## config.mk

```make
export PLATFORM = sky130hd
export DESIGN_NAME = acc_trap_unit
export DESIGN_NICKNAME = d
export VERILOG_FILES = /design/src/rtl/acc_trap_pkg.sv /design/src/rtl/acc_ovf_monitor.sv /design/src/rtl/acc_shift_gate.sv /design/src/rtl/acc_err_flag.sv /design/src/rtl/acc_trap_unit.sv
export SDC_FILE = /design/constraint.sdc
export NUM_CORES = 1
export LEC_CHECK = 0
export BUFFER_PORTS_ARGS = -buffer_cell sky130_fd_sc_hd__clkbuf_2
export CAP_MARGIN = 20
export CORE_UTILIZATION = 21
export CTS_CLUSTER_DIAMETER = 100
export CTS_CLUSTER_SIZE = 20
export DETAILED_ROUTE_END_ITERATION = 8
export MAX_ROUTING_LAYER = met4
export PLACE_DENSITY = 0.82
export SETUP_SLACK_MARGIN = 0.4
export SLEW_MARGIN = 20
export SYNTH_ARGS = -nofsm -noshare
export SYNTH_HDL_FRONTEND = slang
export SYNTH_HIERARCHICAL = 1
export SYNTH_SLANG_ARGS = --single-unit
```

## constraint.sdc

```tcl
create_clock -name clk -period 1.5 [get_ports clk]
set_input_delay 0.15 -clock clk [delete_from_list [all_inputs] [get_ports clk]]
set_output_delay 0.15 -clock clk [all_outputs]
set_load 0.02 [all_outputs]
```

## src/rtl/acc_trap_pkg.sv

```systemverilog
package acc_trap_pkg;
  localparam int ACC_W    = 40;  // accumulator width
  localparam int LOW_W    = 32;  // range checked for normal overflow
  localparam int SHAMT_W  = 6;   // signed shift amount width
  localparam int SH_LIMIT = 16;  // largest legal shift magnitude

  typedef enum logic [1:0] {
    SAT_OFF  = 2'b00,
    SAT_31   = 2'b01,
    SAT_39   = 2'b10,
    SAT_39_B = 2'b11
  } sat_mode_e;
endpackage

```

## src/rtl/acc_ovf_monitor.sv

```systemverilog
module acc_ovf_monitor #(
  parameter int ACC_W = acc_trap_pkg::ACC_W,
  parameter int LOW_W = acc_trap_pkg::LOW_W
) (
  input  logic             clk,
  input  logic             rst_n,
  input  logic             op_valid,
  input  logic [ACC_W:0]   res,
  input  logic [1:0]       sat_mode,
  output logic             ovf_d,
  output logic             cat_d,
  output logic             ovf_q,
  output logic             cat_q
);
  import acc_trap_pkg::*;

  localparam int UP_W = ACC_W - LOW_W + 2;  // bits [ACC_W:LOW_W-1]

  // Result leaves the LOW_W signed range when the top bits disagree.
  function automatic logic beyond_low(input logic [ACC_W:0] r);
    logic [UP_W-1:0] up;
    up = r[ACC_W:LOW_W-1];
    return !((&up) || !(|up));
  endfunction

  // Result leaves the ACC_W signed range.
  function automatic logic beyond_full(input logic [ACC_W:0] r);
    return r[ACC_W] ^ r[ACC_W-1];
  endfunction

  logic sat31, sat_any;
  assign sat31   = (sat_mode_e'(sat_mode) == SAT_31);
  assign sat_any = (sat_mode_e'(sat_mode) != SAT_OFF);

  always_comb begin
    ovf_d = ovf_q;
    cat_d = cat_q;
    if (op_valid) begin
      ovf_d = !sat31   && beyond_low(res);
      cat_d = !sat_any && beyond_full(res);
    end
  end

  always_ff @(posedge clk) begin
    if (!rst_n) begin
      ovf_q <= 1'b0;
      cat_q <= 1'b0;
    end else begin
      ovf_q <= ovf_d;
      cat_q <= cat_d;
    end
  end
endmodule

```

## src/rtl/acc_shift_gate.sv

```systemverilog
module acc_shift_gate #(
  parameter int SHAMT_W  = acc_trap_pkg::SHAMT_W,
  parameter int SH_LIMIT = acc_trap_pkg::SH_LIMIT
) (
  input  logic                      shift_valid,
  input  logic signed [SHAMT_W-1:0] shift_amt,
  input  logic                      shift_tgt,
  output logic                      wr_a,
  output logic                      wr_b,
  output logic                      shift_trap
);
  function automatic logic amt_legal(input logic signed [SHAMT_W-1:0] a);
    int v;
    v = int'(a);
    return (v >= -SH_LIMIT) && (v <= SH_LIMIT);
  endfunction

  logic legal;
  assign legal      = amt_legal(shift_amt);
  assign shift_trap = shift_valid && !legal;
  assign wr_a       = shift_valid && legal && !shift_tgt;
  assign wr_b       = shift_valid && legal &&  shift_tgt;
endmodule

```

## src/rtl/acc_err_flag.sv

```systemverilog
module acc_err_flag (
  input  logic clk,
  input  logic rst_n,
  input  logic set_evt,
  input  logic clr_req,
  output logic flag_q
);
  // A set in the same cycle as a clear wins; a persisting cause re-sets.
  always_ff @(posedge clk) begin
    if (!rst_n)        flag_q <= 1'b0;
    else if (set_evt)  flag_q <= 1'b1;
    else if (clr_req)  flag_q <= 1'b0;
  end
endmodule

```

## src/rtl/acc_trap_unit.sv

```systemverilog
module acc_trap_unit #(
  parameter int ACC_W    = acc_trap_pkg::ACC_W,
  parameter int LOW_W    = acc_trap_pkg::LOW_W,
  parameter int SHAMT_W  = acc_trap_pkg::SHAMT_W,
  parameter int SH_LIMIT = acc_trap_pkg::SH_LIMIT
) (
  input  logic                      clk,
  input  logic                      rst_n,
  input  logic                      op_valid_a,
  input  logic [ACC_W:0]            res_a,
  input  logic [1:0]                sat_mode_a,
  input  logic                      op_valid_b,
  input  logic [ACC_W:0]            res_b,
  input  logic [1:0]                sat_mode_b,
  input  logic                      en_ova,
  input  logic                      en_ovb,
  input  logic                      en_cov,
  input  logic                      div_valid,
  input  logic                      div_first,
  input  logic                      div_zero,
  input  logic                      shift_valid,
  input  logic signed [SHAMT_W-1:0] shift_amt,
  input  logic                      shift_tgt,
  input  logic                      clr_matherr,
  output logic                      ovf_a,
  output logic                      ovf_b,
  output logic                      cat_a,
  output logic                      cat_b,
  output logic                      matherr,
  output logic                      trap_req,
  output logic                      shift_wr_a,
  output logic                      shift_wr_b
);
  localparam int N_ACC = 2;

  logic             op_v   [N_ACC];
  logic [ACC_W:0]   op_res [N_ACC];
  logic [1:0]       op_sat [N_ACC];
  logic [N_ACC-1:0] ovf_d, cat_d, ovf_q, cat_q;

  assign op_v[0]   = op_valid_a;
  assign op_v[1]   = op_valid_b;
  assign op_res[0] = res_a;
  assign op_res[1] = res_b;
  assign op_sat[0] = sat_mode_a;
  assign op_sat[1] = sat_mode_b;

  for (genvar g = 0; g < N_ACC; g++) begin : g_acc
    acc_ovf_monitor #(.ACC_W(ACC_W), .LOW_W(LOW_W)) i_mon (
      .clk      (clk),
      .rst_n    (rst_n),
      .op_valid (op_v[g]),
      .res      (op_res[g]),
      .sat_mode (op_sat[g]),
      .ovf_d    (ovf_d[g]),
      .cat_d    (cat_d[g]),
      .ovf_q    (ovf_q[g]),
      .cat_q    (cat_q[g])
    );
  end

  // Named internal events, observed by the checker.
  logic shift_trap, div_trap, cause_next, cause_now, set_evt;

  acc_shift_gate #(.SHAMT_W(SHAMT_W), .SH_LIMIT(SH_LIMIT)) i_shift (
    .shift_valid (shift_valid),
    .shift_amt   (shift_amt),
    .shift_tgt   (shift_tgt),
    .wr_a        (shift_wr_a),
    .wr_b        (shift_wr_b),
    .shift_trap  (shift_trap)
  );

  assign div_trap   = div_valid && div_first && div_zero;
  assign cause_next = (en_ova && ovf_d[0]) || (en_ovb && ovf_d[1]) ||
                      (en_cov && (|cat_d));
  assign cause_now  = (en_ova && ovf_q[0]) || (en_ovb && ovf_q[1]) ||
                      (en_cov && (|cat_q));
  assign set_evt    = cause_next || div_trap || shift_trap;

  acc_err_flag i_flag (
    .clk     (clk),
    .rst_n   (rst_n),
    .set_evt (set_evt),
    .clr_req (clr_matherr),
    .flag_q  (matherr)
  );

  assign trap_req = matherr || cause_now;
  assign ovf_a    = ovf_q[0];
  assign ovf_b    = ovf_q[1];
  assign cat_a    = cat_q[0];
  assign cat_b    = cat_q[1];
endmodule

```

==> flow_summary.toml <==
[global_routing]
overflow = 0
grt-busiest-layer = "met2"
grt_pass1_vias = 618
grt_max_degree = 6
track_usage_pct = 11.6
antenna_found_initial = 0
met1_usage_pct = 13.0
grt_pass1_wl_mm = 2.26
use_met3_pct = 1.74
met2_usage_pct = 18.8

[floorplan]
io_pins = 113
die_area_sq_um = 2740
num_rows = 17
core_area_sq_um = 2300
die_x_um = 52.3
die_h_um = 52.3
initial_core_util_pct = 23.1

[final_layout]
final_cells = 156
synthToLayoutAreaGrowth_pct = 75.1
final_cell_area_sq_um = 931
final_layout_size_suffix_gt1_share_pct = 53.1
layout.nets = 238
n_antenna_cell = 0

[timing]
setup_slack_ns = 0.0558
fin_skew_ns = 0.00418
layout_min_cycle_time_ns = 1.44
slew_viol_final = 0
fmax_mhz = 692
fin_crit_sh_pct = 96.3
rsz0062_at_grt = "true"
hold_viol = 0
hold_slack_ns = 0.151
relSlewSlack_pct = 73.6
worst_slew_pin_slew_ns = 0.395
setup_viol = 0

[yosys]
yosysWarnings = 6
synthArstFlopShare_pct = 0
synth.distinct_cells = 26
synthTopCellsByArea = "dfxtp_1, ha_1, inv_1"
synth-seq-cells = 5
synth_cells = 69
synth_edf_count = 0
yosysSeqAreaShare_pct = 18.8
ys.flop_type = "dfxtp_1"
yosys-top-cells-count = "inv_1, nand2_1, nand3_1, dfxtp_1"
synth.most_common_cell = "inv_1"
synth_area_leader_cell = "dfxtp_1"
synth_top_area_share_pct = 18.8
synth_area_per_cell_sq_um = 7.71
synth_area_sq_um = 532
synthesis.nets = 178

[critical_path]
required_ns = 1.35
reg2reg_from = "g_acc[1].i_mon/ovf_q$_SDFF_PN0_"
cp_max_fo = 3
cp-startpoint = "shift_amt[1]"
critPathLaunchType = "input port"
path_class = "in -> out"
endpoint_kind = "output port"
arrival_ns = 1.29

[clock_tree]
clock_path_buffers = 2
clock-root-buffer = "clkbuf_4"
cts_buffers = 3
tritoncts = "built"
clk_latency_ns = 0.24
hold_buffers = 0
cts_sinks = 5
htreeDepth = 1
clkTransAtPathRegs_ns = 0.04

[pwr]
p_per_area_nw_per_um2 = 536
p_leak_nw = 0.505
max-vdd-ir-drop_mv = 0.291

[place]
dp_slack_ns = -0.0621
io_buffers = 50
hpwl_mm = 1.36
gp_congestion = 0.696
dp.cells = 151
place_area_sq_um = 855

[run_status]
status = "finished, final reports clean"

[route]
viasPerCell = 4.70
drc = 0
wire_per_inst_um = 9.41
drt_pass1_iterations = 3
vias = 733
wl_mm = 1.47
postRouteAntennaNets = 0
dr.first_iter.drc_count = 4

[worst_hold_path]
min-delay-start = "rst_n"
hp-class = "in -> reg"

[flow_run]
maxCapViolations = 0
critical path, cell delays in order:
cell	delay, ns
clkbuf_2	0.08
or4_4	0.57
a2111oi_4	0.30
buf_4	0.19
final timing paths:
check	to	slack [ns]	cells after the start
hold reg to reg	g_acc[1].i_mon/cat_q$_SDFF_PN0_	0.50	2
setup reg to reg	i_flag/flag_q$_SDFFE_PN0P_	0.38	5
setup / recovery	shift_wr_a	0.06	4
hold / removal	i_flag/flag_q$_SDFFE_PN0P_	0.15	2
cells by family (layout without fill, tap and decap cells):
family                     Yosys count  after routing  synth area share [%]
and+or+nand+nor                     33             33                  36.9
DFF                                  5              5                  18.8
AOI/OAI and AO/OA                   16             16                  27.1
buffers and inverters               11             70                  7.76
adders and majority gates            4              4                  9.41
state kept, by name, indices dropped and copies added, names as in the netlist:
| name | cells |
|---|---|
| g_acc.i_mon/cat_q | 2 |
| i_flag/flag_q | 1 |
| g_acc.i_mon/ovf_q | 2 |
metal layers:
layer,vias to the layer above,wire length (um),part of all wire [%]
met5,-,0,0
met1,307,646,44
met3,4,147,10
li1,380,-,-
met4,0,34,2.3
met2,42,639,44
power by group:
group | total (mW) | leakage (nW) | switching (mW) | internal, mW
registers | 0.150 | 0.0415 | 0.00706 | 0.143
logic | 0.193 | 0.448 | 0.0920 | 0.101
clock network | 0.156 | 0.0150 | 0.0553 | 0.101
what timing repair did:
action	4_1_cts	5_1_grt
buffers inserted	1	0
resized for setup	8	3
endpoints found under the setup margin	4	4
pin swaps	3	3
per-stage QoR:
| stage | utilization [%] | TNS [ns] | power [mW] |
|---|---|---|---|
| CTS | 40.4 | 0 | 0.508 |
| global placement | 37.2 | -0.0500 | 0.327 |
| finish | 40.5 | 0 | 0.499 |
| floorplan | - | 0 | 0.236 |
| global route | 40.5 | 0 | 0.532 |
| detailed placement | 37.2 | -0.0621 | 0.330 |
placed cells by master (no fill, tap or decap), drive strengths merged:
master and count:
nand4 2, ha 4, a211oi 1, dfxtp 5, o32ai 2, a21oi 2, inv 11, buf 7
nor2b 3, clkbuf 52, nand3 6, a22o 1, or4 1, and4b 2, nand2b 2, nor2 2
a221oi 2, nand2 6, o41ai 2, or3 2, nor3 4, nor4 2, and3b 1, o21a 1
a2111oi 1, o21ai 4
cell type report:
| cell class | instances | area (sq um) |
|---|---|---|
| sequential | 5 | 101 |
| multi-input combinational | 53 | 422 |
| fill | 251 | 1370 |
| timing repair buffer | 55 | 305 |
| inverter | 11 | 41.3 |
| tap | 28 | 35.0 |
| clock buffer | 4 | 26.3 |
No activity file was read; power rests on OpenSTA's default activity.
